$ cat src/rtl/raster_pkg.sv
package raster_pkg;
  typedef enum logic [1:0] {
    LINK_GENERIC = 2'd0,
    LINK_DSI     = 2'd1,
    LINK_DP      = 2'd2,
    LINK_EDP     = 2'd3
  } link_kind_e;

  // packet-style links carry no front porch of their own
  function automatic logic folds_porch(link_kind_e k);
    return (k == LINK_DP) || (k == LINK_EDP);
  endfunction

  // command-style serial links only accept active-high syncs
  function automatic logic forces_high_sync(link_kind_e k);
    return k == LINK_DSI;
  endfunction
endpackage

$ cat src/rtl/raster_axis_derive.sv
module raster_axis_derive #(
  parameter int unsigned DIM_W = 12
) (
  input  logic [DIM_W-1:0] act,
  input  logic [DIM_W-1:0] sync_start,
  input  logic [DIM_W-1:0] sync_end,
  input  logic [DIM_W-1:0] total,
  input  logic             halve,
  input  logic             fold,
  output logic [DIM_W-1:0] sync_w,
  output logic [DIM_W-1:0] porch_back,
  output logic [DIM_W-1:0] porch_front,
  output logic [DIM_W-1:0] span,
  output logic             geom_ok
);
  logic [DIM_W-1:0] a, s, e, t;

  always_comb begin
    a = halve ? (act >> 1)        : act;
    s = halve ? (sync_start >> 1) : sync_start;
    e = halve ? (sync_end >> 1)   : sync_end;
    t = halve ? (total >> 1)      : total;
    geom_ok = (a != '0) && (s >= a) && (e >= s) && (t >= e);
    sync_w  = e - s;
    span    = t;
    if (fold) begin
      porch_back  = (t - e) + (s - a);
      porch_front = '0;
    end else begin
      porch_back  = t - e;
      porch_front = s - a;
    end
  end
endmodule

$ cat src/rtl/raster_fetch_plan.sv
module raster_fetch_plan #(
  parameter int unsigned DIM_W          = 12,
  parameter int unsigned CNT_W          = 24,
  parameter int unsigned FETCH_WC_LINES = 8
) (
  input  logic [DIM_W-1:0] vsw,
  input  logic [DIM_W-1:0] vbp,
  input  logic [DIM_W-1:0] vfp,
  input  logic [DIM_W-1:0] vtot,
  input  logic [DIM_W-1:0] htot,
  output logic             fetch_en,
  output logic [CNT_W-1:0] fetch_at
);
  localparam int unsigned SOF_W = DIM_W + 1;
  localparam logic [SOF_W-1:0] WC = SOF_W'(FETCH_WC_LINES);

  logic [SOF_W-1:0] sof, need;
  logic [DIM_W-1:0] lines;

  always_comb begin
    sof  = {1'b0, vsw} + {1'b0, vbp};
    need = WC - sof;
    if (sof >= WC)
      lines = '0;
    else if ({1'b0, vfp} < need)
      lines = vfp;
    else
      lines = need[DIM_W-1:0];
    fetch_en = (lines != '0);
    fetch_at = (CNT_W'(vtot - lines) * CNT_W'(htot)) + CNT_W'(1);
  end
endmodule

$ cat src/rtl/raster_scan.sv
module raster_scan #(
  parameter int unsigned DIM_W = 12,
  parameter int unsigned CNT_W = 24
) (
  input  logic             clk,
  input  logic             rst_n,
  input  logic             start,
  input  logic             start_ok,
  input  logic             keep_on,
  input  logic [DIM_W-1:0] htot,
  input  logic [DIM_W-1:0] vtot,
  output logic             run,
  output logic [DIM_W-1:0] h_cnt,
  output logic [DIM_W-1:0] v_cnt,
  output logic [CNT_W-1:0] pix_cnt
);
  logic h_last, v_last;
  assign h_last = (h_cnt == htot - 1'b1);
  assign v_last = (v_cnt == vtot - 1'b1);

  always_ff @(posedge clk or negedge rst_n) begin
    if (!rst_n) begin
      run     <= 1'b0;
      h_cnt   <= '0;
      v_cnt   <= '0;
      pix_cnt <= '0;
    end else if (start) begin
      run     <= start_ok;
      h_cnt   <= '0;
      v_cnt   <= '0;
      pix_cnt <= CNT_W'(1);
    end else if (run) begin
      if (h_last) begin
        h_cnt <= '0;
        if (v_last) begin
          v_cnt   <= '0;
          pix_cnt <= CNT_W'(1);
          run     <= keep_on;
        end else begin
          v_cnt   <= v_cnt + 1'b1;
          pix_cnt <= pix_cnt + 1'b1;
        end
      end else begin
        h_cnt   <= h_cnt + 1'b1;
        pix_cnt <= pix_cnt + 1'b1;
      end
    end
  end
endmodule

$ cat src/rtl/raster_timing_gen.sv
module raster_timing_gen
  import raster_pkg::*;
#(
  parameter int unsigned DIM_W          = 12,
  parameter int unsigned PIX_W          = 24,
  parameter int unsigned FETCH_WC_LINES = 8,
  parameter logic [7:0]  UFLOW_BYTE     = 8'hFF
) (
  input  logic             clk,
  input  logic             rst_n,
  input  logic             enable,
  input  logic             split_half,
  input  logic [1:0]       link_kind,
  input  logic             neg_hsync,
  input  logic             neg_vsync,
  input  logic [DIM_W-1:0] h_active,
  input  logic [DIM_W-1:0] h_sync_start,
  input  logic [DIM_W-1:0] h_sync_end,
  input  logic [DIM_W-1:0] h_total,
  input  logic [DIM_W-1:0] v_active,
  input  logic [DIM_W-1:0] v_sync_start,
  input  logic [DIM_W-1:0] v_sync_end,
  input  logic [DIM_W-1:0] v_total,
  input  logic             s_valid,
  output logic             s_ready,
  input  logic [PIX_W-1:0] s_data,
  output logic             hsync,
  output logic             vsync,
  output logic             de,
  output logic [PIX_W-1:0] pix_out,
  output logic [DIM_W-1:0] pos_x,
  output logic [DIM_W-1:0] pos_y,
  output logic [DIM_W-1:0] line_cnt,
  output logic             fetch_pulse,
  output logic             underrun
);
  localparam int unsigned CNT_W = 2 * DIM_W;
  localparam int unsigned N_AX  = 2;   // 0 horizontal, 1 vertical
  localparam logic [PIX_W-1:0] UFLOW_PIX  = {(PIX_W/8){UFLOW_BYTE}};
  localparam logic [PIX_W-1:0] BORDER_PIX = '0;

  link_kind_e kind;
  logic       fold, start, en_q;
  assign kind  = link_kind_e'(link_kind);
  assign fold  = folds_porch(kind);
  assign start = enable & ~en_q;

  // ---- geometry derivation per axis ----
  logic [DIM_W-1:0] raw_act [N_AX];
  logic [DIM_W-1:0] raw_ss  [N_AX];
  logic [DIM_W-1:0] raw_se  [N_AX];
  logic [DIM_W-1:0] raw_tot [N_AX];
  logic [DIM_W-1:0] d_sw    [N_AX];
  logic [DIM_W-1:0] d_bp    [N_AX];
  logic [DIM_W-1:0] d_fp    [N_AX];
  logic [DIM_W-1:0] d_tot   [N_AX];
  logic             d_ok    [N_AX];

  assign raw_act[0] = h_active;  assign raw_act[1] = v_active;
  assign raw_ss[0]  = h_sync_start; assign raw_ss[1] = v_sync_start;
  assign raw_se[0]  = h_sync_end;   assign raw_se[1] = v_sync_end;
  assign raw_tot[0] = h_total;   assign raw_tot[1] = v_total;

  for (genvar ax = 0; ax < N_AX; ax++) begin : g_axis
    raster_axis_derive #(.DIM_W(DIM_W)) i_axis (
      .act        (raw_act[ax]),
      .sync_start (raw_ss[ax]),
      .sync_end   (raw_se[ax]),
      .total      (raw_tot[ax]),
      .halve      ((ax == 0) && split_half),
      .fold       (fold),
      .sync_w     (d_sw[ax]),
      .porch_back (d_bp[ax]),
      .porch_front(d_fp[ax]),
      .span       (d_tot[ax]),
      .geom_ok    (d_ok[ax])
    );
  end

  logic             f_en;
  logic [CNT_W-1:0] f_at;
  raster_fetch_plan #(.DIM_W(DIM_W), .CNT_W(CNT_W), .FETCH_WC_LINES(FETCH_WC_LINES)) i_fetch (
    .vsw(d_sw[1]), .vbp(d_bp[1]), .vfp(d_fp[1]), .vtot(d_tot[1]), .htot(d_tot[0]),
    .fetch_en(f_en), .fetch_at(f_at)
  );

  // ---- configuration captured on the enable rising edge ----
  logic [DIM_W-1:0] r_hsw, r_hbp, r_hfp, r_ht, r_vsw, r_vbp, r_vfp, r_vt;
  logic             r_hneg, r_vneg, r_fen;
  logic [CNT_W-1:0] r_fat;

  always_ff @(posedge clk or negedge rst_n) begin
    if (!rst_n) begin
      en_q <= 1'b0;
      r_hsw <= '0; r_hbp <= '0; r_hfp <= '0; r_ht <= '0;
      r_vsw <= '0; r_vbp <= '0; r_vfp <= '0; r_vt <= '0;
      r_hneg <= 1'b0; r_vneg <= 1'b0; r_fen <= 1'b0; r_fat <= '0;
    end else begin
      en_q <= enable;
      if (start) begin
        r_hsw <= d_sw[0]; r_hbp <= d_bp[0]; r_hfp <= d_fp[0]; r_ht <= d_tot[0];
        r_vsw <= d_sw[1]; r_vbp <= d_bp[1]; r_vfp <= d_fp[1]; r_vt <= d_tot[1];
        r_hneg <= neg_hsync & ~forces_high_sync(kind);
        r_vneg <= neg_vsync & ~forces_high_sync(kind);
        r_fen  <= f_en;
        r_fat  <= f_at;
      end
    end
  end

  // ---- scan counters ----
  logic             run;
  logic [DIM_W-1:0] h_cnt, v_cnt;
  logic [CNT_W-1:0] pix_cnt;

  raster_scan #(.DIM_W(DIM_W), .CNT_W(CNT_W)) i_scan (
    .clk(clk), .rst_n(rst_n), .start(start), .start_ok(d_ok[0] & d_ok[1]),
    .keep_on(enable), .htot(r_ht), .vtot(r_vt),
    .run(run), .h_cnt(h_cnt), .v_cnt(v_cnt), .pix_cnt(pix_cnt)
  );

  // ---- output decode ----
  logic [DIM_W-1:0] h_lo, h_hi, v_lo, v_hi;
  logic             in_h, in_v;
  assign h_lo = r_hsw + r_hbp;
  assign h_hi = r_ht - r_hfp;
  assign v_lo = r_vsw + r_vbp;
  assign v_hi = r_vt - r_vfp;
  assign in_h = (h_cnt >= h_lo) && (h_cnt < h_hi);
  assign in_v = (v_cnt >= v_lo) && (v_cnt < v_hi);

  assign de          = run & in_h & in_v;
  assign hsync       = (run & (h_cnt < r_hsw)) ^ r_hneg;
  assign vsync       = (run & (v_cnt < r_vsw)) ^ r_vneg;
  assign pos_x       = de ? (h_cnt - h_lo) : '0;
  assign pos_y       = de ? (v_cnt - v_lo) : '0;
  assign line_cnt    = v_cnt;
  assign fetch_pulse = run & r_fen & (pix_cnt == r_fat);

  assign s_ready  = de;
  assign underrun = de & ~s_valid;
  assign pix_out  = !de ? BORDER_PIX : (s_valid ? s_data : UFLOW_PIX);
endmodule

$ cat config.mk
export PLATFORM = sky130hd
export DESIGN_NAME = raster_timing_gen
export DESIGN_NICKNAME = d
export VERILOG_FILES = /design/src/rtl/raster_pkg.sv /design/src/rtl/raster_axis_derive.sv /design/src/rtl/raster_fetch_plan.sv /design/src/rtl/raster_scan.sv /design/src/rtl/raster_timing_gen.sv
export SDC_FILE = /design/constraint.sdc
export NUM_CORES = 1
export LEC_CHECK = 0
export ABC_CLOCK_PERIOD_IN_PS = 12500
export BUFFER_PORTS_ARGS = -buffer_cell sky130_fd_sc_hd__buf_2
export CAP_MARGIN = 20
export CORE_ASPECT_RATIO = 0.75
export CORE_UTILIZATION = 65
export DETAILED_ROUTE_END_ITERATION = 16
export MAX_ROUTING_LAYER = met4
export PLACE_DENSITY = 0.92
export RECOVER_POWER = 50
export SLEW_MARGIN = 20
export SYNTH_ARGS = -nofsm -noshare
export SYNTH_HDL_FRONTEND = slang
export SYNTH_SLANG_ARGS = --single-unit
$ cat constraint.sdc
create_clock -name clk -period 12.5 [get_ports clk]
set_clock_uncertainty 0.05 [all_clocks]
set_input_delay 1.25 -clock clk [delete_from_list [all_inputs] [get_ports clk]]
set_output_delay 1.25 -clock clk [all_outputs]
set_load 0.02 [all_outputs]
After elaboration in Yosys (flattened, before gate mapping):

Index checks and enable logic that the tools add are counted.

* register bits after elaboration: 173
* bits of input ports: 129
* output and inout bits: 66
* logic and storage cells: 121

* $add $sub $neg: 23
* multipliers: 1
* order comparisons: 14
* eq/ne operators: 6
* multiplexer cells: 29
* bitwise gates (word level): 16
* reductions and logical operators: 15

Operators by type and width (number)
* $mux 12: 19
* $mux 24: 6
* $sub 12x12->12: 10
* $ge 12x12->1: 8
* $add 12x12->12: 4
* $add 24x1->24 const B: 2
* $lt 12x12->1: 4
* $reduce_bool 12->1: 3
* $add 12x1->12 const B: 2
* $eq 12x12->1: 2
* $eq 24x24->1: 1
* $mul 24x12->24: 1
* $sub 12x1->12 const B: 2
* $add 12x12->13: 1
* $ge 13x4->1 const B: 1
* $lt 12x13->1: 1
* $sub 12x12->13: 1
* $sub 4x13->13 const A: 1
* $and 1x1->1: 11
* $logic_and 1x1->1: 8
* $eq 2x2->1 const B: 2
* $mux 1: 4
* $reduce_bool 2->1: 2
* $not 1->1: 3
* other kinds (4): 5

Longest topological paths before layout:

Gate-level depths: netlist of run 1.

* word-level depth: 11
* depth in mapped cells: 68
* gate-level depth less buffers: 67

Hierarchy:

From an unflattened synthesis of run 1, not the netlist that was laid out.

* cell total of the unflattened synthesis: 3427
* area, all modules: 27188.6 um2

By module, submodules not included
* raster_timing_gen: times used 1, cells an instance 1155, area each 9293.9 um2, seq. area each 3103.0 um2
* raster_fetch_plan: times used 1, cells an instance 1051, area each 8448.1 um2, seq. area each 0.0 um2
* raster_scan: times used 1, cells an instance 418, area each 3569.7 um2, seq. area each 1226.2 um2
* raster_axis_derive at g_axis[1].i_axis: times used 1, cells an instance 413, area each 3027.9 um2, seq. area each 0.0 um2
* raster_axis_derive at g_axis[0].i_axis: times used 1, cells an instance 390, area each 2849.0 um2, seq. area each 0.0 um2

Worst setup path after synthesis of run 1:

No wires, ideal clock.

* kind: in2reg
* from: input v_sync_start[0]
* to: register r_fat[22]
* library setup time: 0.095 ns
* data arrival time: 13.597 ns
* required time: 12.355 ns
* setup slack: -1.242 ns
* cell stages on the path: 64
* path buffers: 2
* path through: inv_1 > ha_1 > inv_1 > fa_1 > nand3_1 > nand2_1 > xnor2_1 > inv_1 > ha_1 > o21a_1 > o31a_1 > o21ai_0 > nand2_1 > a31oi_1 > o21bai_1 > a21oi_1 > xnor2_1 > nand2_1 > [... 28 more ...] > nand2_1 > fa_1 > inv_1 > fa_1 > fa_1 > fa_1 > inv_1 > fa_1 > inv_1 > ha_1 > and3_1 > a21oi_1 > o21ai_0 > o31ai_1 > a21boi_0 > o211a_1 > o21a_1 > o31ai_1

RTL lines
* start, declared: RTL line raster_timing_gen.sv:21 `input logic [DIM_W-1:0] v_sync_start,`
* end signal, assigned: RTL line raster_timing_gen.sv:106 `r_fat <= f_at;`
* end, declared: RTL line raster_timing_gen.sv:90 `logic [CNT_W-1:0] r_fat;`

Worst setup path in the final report of run 1:

* from: input v_sync_end[1]
* to: register r_fat[22]

* longest elaborated chain between the ends: 11
* elaborated cells between the ends (all ways): 13
* those cells by class: 7 x add/sub; 1 x mul; 2 x order compare; 3 x mux

RTL lines
* start, declared: RTL line raster_timing_gen.sv:22 `input logic [DIM_W-1:0] v_sync_end,`
* $sub 12x12->12: RTL line raster_axis_derive.sv:27, raster_axis_derive.sv:30
* $add 12x12->12: RTL line raster_axis_derive.sv:27 `porch_back = (t - e) + (s - a);`
* $mux 12: RTL line raster_axis_derive.sv:26 `if (fold) begin`
* $add 12x12->13 *: RTL line raster_fetch_plan.sv:21 `sof = {1'b0, vsw} + {1'b0, vbp};`
* $sub 4x13->13: RTL line raster_fetch_plan.sv:22 `need = WC - sof;`
* $lt 12x13->1: RTL line raster_fetch_plan.sv:25 `else if ({1'b0, vfp} < need)`
* $mux 12: RTL line raster_fetch_plan.sv:25
* $mux 12 *: RTL line raster_fetch_plan.sv:23 `if (sof >= WC)`
* $sub 12x12->13 *: RTL line raster_fetch_plan.sv:30 `fetch_at = (CNT_W'(vtot - lines) * CNT_W'(htot)) + CNT_W'(1);`
* $mul 24x12->24 *: RTL line raster_fetch_plan.sv:30
* $add 24x1->24 *: RTL line raster_fetch_plan.sv:30

Mark *: on every way between the ends. The rest lies on a longest branch, timed or not.
A chain may end at the register's enable or synchronous reset.

==> impl_metrics.csv, run 1 <==
group,metric,value,unit
outcome,status,"finished, violations left",
outcome,violations,"capacitance limit, slew limit, setup timing",
floorplanning,ioPinCount,195,
placed_design,place_inst,3894,
critical_path,start_kind,"input pin",
cts,cts_tree,"done",
job,maxCapViolCount,4,
finish,final_area,29900,um^2
finish,regArea,4330,um^2
yosys,yosysUniqueCellTypes,87,
placed_design,gp_congestion,1.06,
floorplanning,die_w,224,um
worst_hold_path,hold_path.class,"register to register",
finish,multi_input_area,18900,um^2
drt,drtIter0Drc,3460,
power_and_ir_drop,vdd_drop_max,573,uV
critical_path,reg2reg_setup_slack,7.07,ns
placed_design,port-buffer-count,194,
yosys,yosysMostFrequentCell,"inv_1",
cts,root_buffer,"clkbuf_16",
critical_path,crit_arrival,13.72,ns
yosys,syn-num-nets,3543,
yosys,synth_edf_count,0,
finish,fillers,2033,
cts,clk_transition_reported_paths,0.08,ns
timing,rsz0062_at_grt,"true",
yosys,ys_ff_latch,173,
grt,grt_pass1_wl,129,mm
timing,tns,-6.13,ns
timing,worst_pin_slew,5.73,ns
floorplanning,core-area,36200,um^2
yosys,yosys.area.top_type,"dfrtp_1",
timing,slew_headroom,-282,%
critical_path,critPathMaxStageDelay,0.62,ns
critical_path,slowest_stage,"fa_1",
critical_path,reg2reg_from,"r_vt[2]",
yosys,synth.area.top_cells,"dfrtp_1 18%, ha_1 15%, fa_1 13%, inv_1 6.8%, xnor2_1 6.0%",
power_and_ir_drop,p_per_area,282,nW/um^2
yosys,seq_area_frac_synth,18.0,%
yosys,syn_inst,2965,
critical_path,r2r-end,"i_scan.pix_cnt[6]",
floorplanning,rows,60,
grt,grt_pass1_vias,24700,
finish,area_growth,24.3,%
cts,clock_sink_count,173,
cts,cts_buffers,17,
floorplanning,die_area,37800,um^2
drt,ant_nets,0,
grt,grt_max_degree,102,
cts,cts_buffer_depth,2,
timing,setup_viol,12,
finish,postLayoutCoreUtil,82.8,%
timing,hold_slack,0.447,ns
power_and_ir_drop,p_leak,15.6,nW
timing,hold_viol,0,
finish,layout-drive-gt1-share,22.6,%
critical_path,worstSetupPathType,"input pin to register",
yosys,syn_avg_cell_area,8.12,um^2
drt,wl,89.5,mm
cts,htree_levels,4,
timing,fin_crit,13.45,ns
floorplanning,die_h,169,um
timing,layout_setup_ws,-0.947,ns
grt,globalRouteOverflowTotal,0,
finish,nets,4036,
worst_hold_path,whs_path_depth,2,
yosys,async_flop_share,100,%
yosys,synth.top_cells.by_count,"437 x inv_1, 358 x nand2_1, 291 x ha_1, 240 x o21ai_0, 173 x dfrtp_1",
grt,grt_usage,45.3,%
drt,wl_per_cell,22.5,um
floorplanning,start_util,66.6,%
placed_design,place_area,28200,um^2
grt,antenna_found_initial,6,
timing,post-route-period-util,108,%
worst_hold_path,hold_path_end,"r_vbp[9]",
finish,fin_cells,3974,
drt,dr.pass1.iters,7,
yosys,synth_ff_type,"dfrtp_1",
placed_design,dpl.hpwl,64.4,mm
critical_path,endpoint_kind,"register",
yosys,netlist.area_leader.share,18.0,%
worst_hold_path,hold_start,"r_vbp[9]",
timing,fmax,74.4,MHz
critical_path,cp_max_fo,4,
timing,slew_violations,270,
critical_path,required,12.78,ns
drt,route.detailed.drc,0,
cts,insertion_delay,0.46,ns
critical_path,reg2reg_depth,13,
yosys,synth_area,24100,um^2
yosys,yosys_warnings,0,
drt,viasPerCell,6.38,
drt,route.vias.total,25300,
-- per-stage QoR --
step | worst slack [ns] | power [mW]
after detailed placement | -0.876 | 6.68
after floorplan | -0.207 | 4.54
after CTS | -0.0114 | 7.48
final | -0.947 | 8.44
after global placement | -0.413 | 6.28
after global routing | -1.17 | 8.96
-- repair_timing --
| item | CTS | global route |
|---|---|---|
| gates resized for setup | 59 | 111 |
| setup buffers | 23 | 19 |
| pin swaps | 57 | 82 |
| setup endpoints to repair | 7 | 11 |
| hold buffers | 0 | 0 |
-- cell families (layout without fill, tap and decap cells) --
family	after synthesis	count (layout)	synth area share, %
buffers and inverters	526	1032	8.27
DFF	173	173	18.0
muxes	61	61	2.66
other	0	7	0
adders and majority gates	449	449	28.3
AOI/OAI and AO/OA	655	655	16.7
and+or+nand+nor	838	838	16.4
xor gates and xnor gates	263	263	9.80
-- worst max path at each step --
stage | start | end | slack, ns | cells after the start
after floorplan | v_sync_start[0] | r_fat[22] | -0.21 | 62
after global placement | v_active[1] | r_fat[22] | -0.41 | 63
after detailed placement | v_active[1] | r_fat[22] | -0.88 | 63
after CTS | v_total[0] | r_fat[23] | -0.01 | 60
after global routing | v_total[0] | r_fat[22] | -1.17 | 64
final | v_sync_end[1] | r_fat[22] | -0.95 | 64
-- worst max-delay path, delay by kind of cell --
family / cells / cell delay, ns
fa+ha+maj: 12 / 4.71
simple gates: 17 / 2.25
buf+inv: 8 / 0.79
xor+xnor: 3 / 0.43
mux: 2 / 0.33
compound gates: 22 / 3.96
-- state kept, by name, indices dropped and copies added (netlist names), 12 cells and up --
name / flops
r_vt: 12
r_ht: 12
r_hbp: 12
r_fat: 24
r_vsw: 12
r_vbp: 12
i_scan.h_cnt: 12
r_vfp: 12
i_scan.v_cnt: 12
r_hfp: 12
r_hsw: 12
i_scan.pix_cnt: 24
-- cell usage in the layout, fill, tap and decap left out, types with 13 or more instances in the layout --
master	n
nor2_1	152
o21a_1	13
a21oi_1	144
nor2b_1	45
clkbuf_1	18
o21ai_0	223
xor2_1	85
mux2i_1	44
and3_1	27
ha_1	261
buf_6	18
clkbuf_16	17
nand2_1	343
nor3_1	23
xnor2_1	156
o21bai_1	44
buf_2	177
inv_2	13
a21oi_2	18
nand2b_1	63
nand4_1	37
fa_2	14
nand3_1	38
ha_4	26
a21o_1	88
buf_4	346
dfrtp_1	173
fa_1	144
inv_1	422
-- layer usage --
layer  GRT usage [%]  routed length [um]  part of all wire, %  vias up
li1                -                   -                    -    10900
met1            56.2               32600                   36    11900
met2            69.3               39700                   44     1957
met3            10.8               10800                   12      585
met4            22.8                6380                  7.1        0
met5               -                   0                    0        -
-- power by group --
group / leakage [nW] / switching, mW / internal (mW) / total, mW
clock network: 0.287 / 0.262 / 0.305 / 0.567
logic: 13.1 / 3.63 / 3.38 / 7.00
registers: 2.21 / 0.178 / 0.689 / 0.867
-- layout make-up --
cell class                 count  share of cell area [%]
sequential                   173                    14.5
antenna                        7                  0.0585
tap                          496                    2.07
inverter                     440                    5.53
clock inverter                13                   0.510
multi-input combinational   2266                    63.3
clock buffer                  19                    1.48
timing repair buffer         560                    12.6
(Power assumes the default switching activity.)
==> inputs of run 2 (changes only) <==
CORE_ASPECT_RATIO = not set   (was 0.75)
CTS_CLUSTER_DIAMETER = 40   (was not set)
==> run 2 against run 1 <==
  * The run still ends with capacitance limit, slew limit, setup timing left
  * Sequential share of layout area is 0.090 points lower
  * Count of clock-buffer cells in the layout is 1 lower
  * Setup slack better by 0.33 ns
  * Final cell count is 0.30% lower
  * Sequential power is 2.5% lower
  * Cell area is 0.63% higher
  * Routed wire length is 5.6% lower
  * Critical path depth is 1 lower
  * Via count is 2.2% lower
  * Flip-flop and latch count stayed put
  * Largest cell class unchanged
  * Highest routed layer unchanged
==> impl_metrics.csv, run 2 (synthesized netlist as in run 1, its figures left out) <==
group,metric,value,unit
finish,final_cell_mix,"421 x inv_1, 368 x buf_4, 340 x nand2_1",
timing,hold_viol,0,
worst_hold_path,hold_start,"r_hbp[0]",
cts,cts_buffer_depth,2,
critical_path,worstSetupPathType,"input pin to register",
critical_path,critPathMaxStageDelay,0.57,ns
timing,fmax,76.2,MHz
finish,largestRegisters,"i_scan.pix_cnt (24), r_fat (24)",
critical_path,endpoint_kind,"register",
grt,use_met3,7.96,%
critical_path,slowest_stage,"fa_1",
timing,layout_setup_ws,-0.615,ns
outcome,violations,"capacitance limit, slew limit, setup timing",
grt,globalRouteOverflowTotal,0,
grt,grt_max_degree,82,
power_and_ir_drop,vdd_drop_max,581,uV
critical_path,cp_max_fo,6,
placed_design,place_area,28200,um^2
drt,route.vias.total,24800,
cts,htree_levels,4,
worst_hold_path,whs_path_depth,2,
placed_design,port-buffer-count,194,
grt,grt_usage,43.8,%
cts,cts_tree,"done",
outcome,status,"finished, violations left",
drt,viasPerCell,6.25,
finish,layout-drive-gt1-share,23.7,%
floorplanning,start_util,65.9,%
finish,final_area,30100,um^2
floorplanning,ioPinCount,195,
timing,setup_viol,10,
floorplanning,die_area,37800,um^2
job,maxCapViolCount,3,
critical_path,cpLargestDelayFamily,"adder cells",
power_and_ir_drop,p_per_area,277,nW/um^2
cts,root_buffer,"clkbuf_16",
floorplanning,rows,70,
finish,area_growth,25.1,%
critical_path,reg2reg_depth,14,
drt,ant_nets,0,
timing,worst_pin_slew,3.81,ns
cts,clk_transition_reported_paths,0.09,ns
drt,wl,84.5,mm
drt,wl_per_cell,21.3,um
placed_design,gp_congestion,1.05,
grt,busiest_layer,"met2",
placed_design,post-place-ws,-0.951,ns
floorplanning,die_w,194,um
timing,rsz0062_at_grt,"true",
drt,dr.pass1.iters,9,
finish,postLayoutCoreUtil,82.5,%
cts,cts_buffers,17,
timing,fin_crit,13.12,ns
finish,nets,4057,
drt,route.detailed.drc,0,
timing,hold_slack,0.458,ns
timing,slew_violations,141,
placed_design,dpl.hpwl,61.3,mm
critical_path,crit_buf_inv,10,
critical_path,crit_top_cell,"a21o_1",
floorplanning,core-area,36500,um^2
grt,met2_usage,69.6,%
worst_hold_path,hold_path.class,"register to register",
grt,met1_usage,52.4,%
timing,slew_headroom,-154,%
critical_path,reg2reg_setup_slack,7.86,ns
critical_path,reg2reg_from,"r_ht[2]",
timing,post-route-period-util,105,%
cts,clock_sink_count,173,
grt,antenna_found_initial,3,
critical_path,crit_arrival,13.45,ns
power_and_ir_drop,p_leak,15.8,nW
grt,grt_pass1_wl,126,mm
critical_path,start_kind,"input pin",
floorplanning,die_h,194,um
finish,final_common_cell,"inv_1",
cts,insertion_delay,0.46,ns
worst_hold_path,hold_path_end,"r_hbp[0]",
drt,drtIter0Drc,2802,
critical_path,r2r-end,"i_scan.pix_cnt[12]",
grt,grt_pass1_vias,24700,
critical_path,required,12.83,ns
## run 2: cell types whose count changed in the layout (fill, tap and decap cells not counted), sizes merged
cell | previous run | this run
buf | 543 | 574
bufinv | 2 | 0
clkbuf | 36 | 25
clkinvlp | 2 | 4
diode | 7 | 2
inv | 443 | 444
## run 2: tightest hold or removal path, delay by kind of cell (launching register included)
family / cells / cell delay (ns)
flops: 1 / 0.36
compound gates: 1 / 0.06
simple gates: 1 / 0.05
## run 2: how the worst max path moves through the flow
stage | slack, ns | from | cells after the start | end
6_report | -0.62 | v_sync_start[0] | 63 | r_fat[22]
5_1_grt | -1.02 | v_sync_start[1] | 59 | r_fat[22]
4_1_cts | -0.08 | v_total[0] | 63 | r_fat[22]
3_5_place_dp | -0.95 | v_sync_start[0] | 63 | r_fat[22]
3_3_place_gp | -0.50 | v_active[1] | 63 | r_fat[22]
2_1_floorplan | -0.21 | v_sync_start[0] | 62 | r_fat[22]
## run 2: per-stage QoR
stage,TNS (ns),cells,power [mW]
2_1_floorplan,-0.287,2965,4.54
3_3_place_gp,-2.63,3868,6.24
3_5_place_dp,-6.61,3868,6.55
4_1_cts,-0.0804,3940,7.43
5_1_grt,-7.99,3962,8.92
6_report,-3.87,3962,8.34
## run 2: power by group
group / total, mW / switching (mW) / internal [mW]
clock: 0.543 / 0.272 / 0.271
sequential: 0.845 / 0.156 / 0.689
combinational: 6.95 / 3.58 / 3.37
total: 8.34 / 4.00 / 4.33
## run 2: area by class of cell
cell class	instances	area [um^2]
flip-flops and latches	173	4330
well taps	468	586
diodes	2	5.00
fillers	2100	6390
inverters	440	1660
repair buffers	581	3940
clock buffers	18	439
clock inverters	14	145
multi-input cells	2266	19000
## run 2: what timing repair did
action                                  CTS  global route
cloned                                    0             0
pin swaps                                89            84
hold buffers                              0             0
gates resized for setup                  93            85
buffers inserted                         40            23
endpoints found under the setup margin    7            11
## run 2: per-layer routing
metal,wire [um],part of all wire (%),up-vias
li1,-,-,10900
met1,30900,37,11700
met2,38600,46,1628
met3,8660,10,536
met4,6390,7.6,0
met5,0,0,-
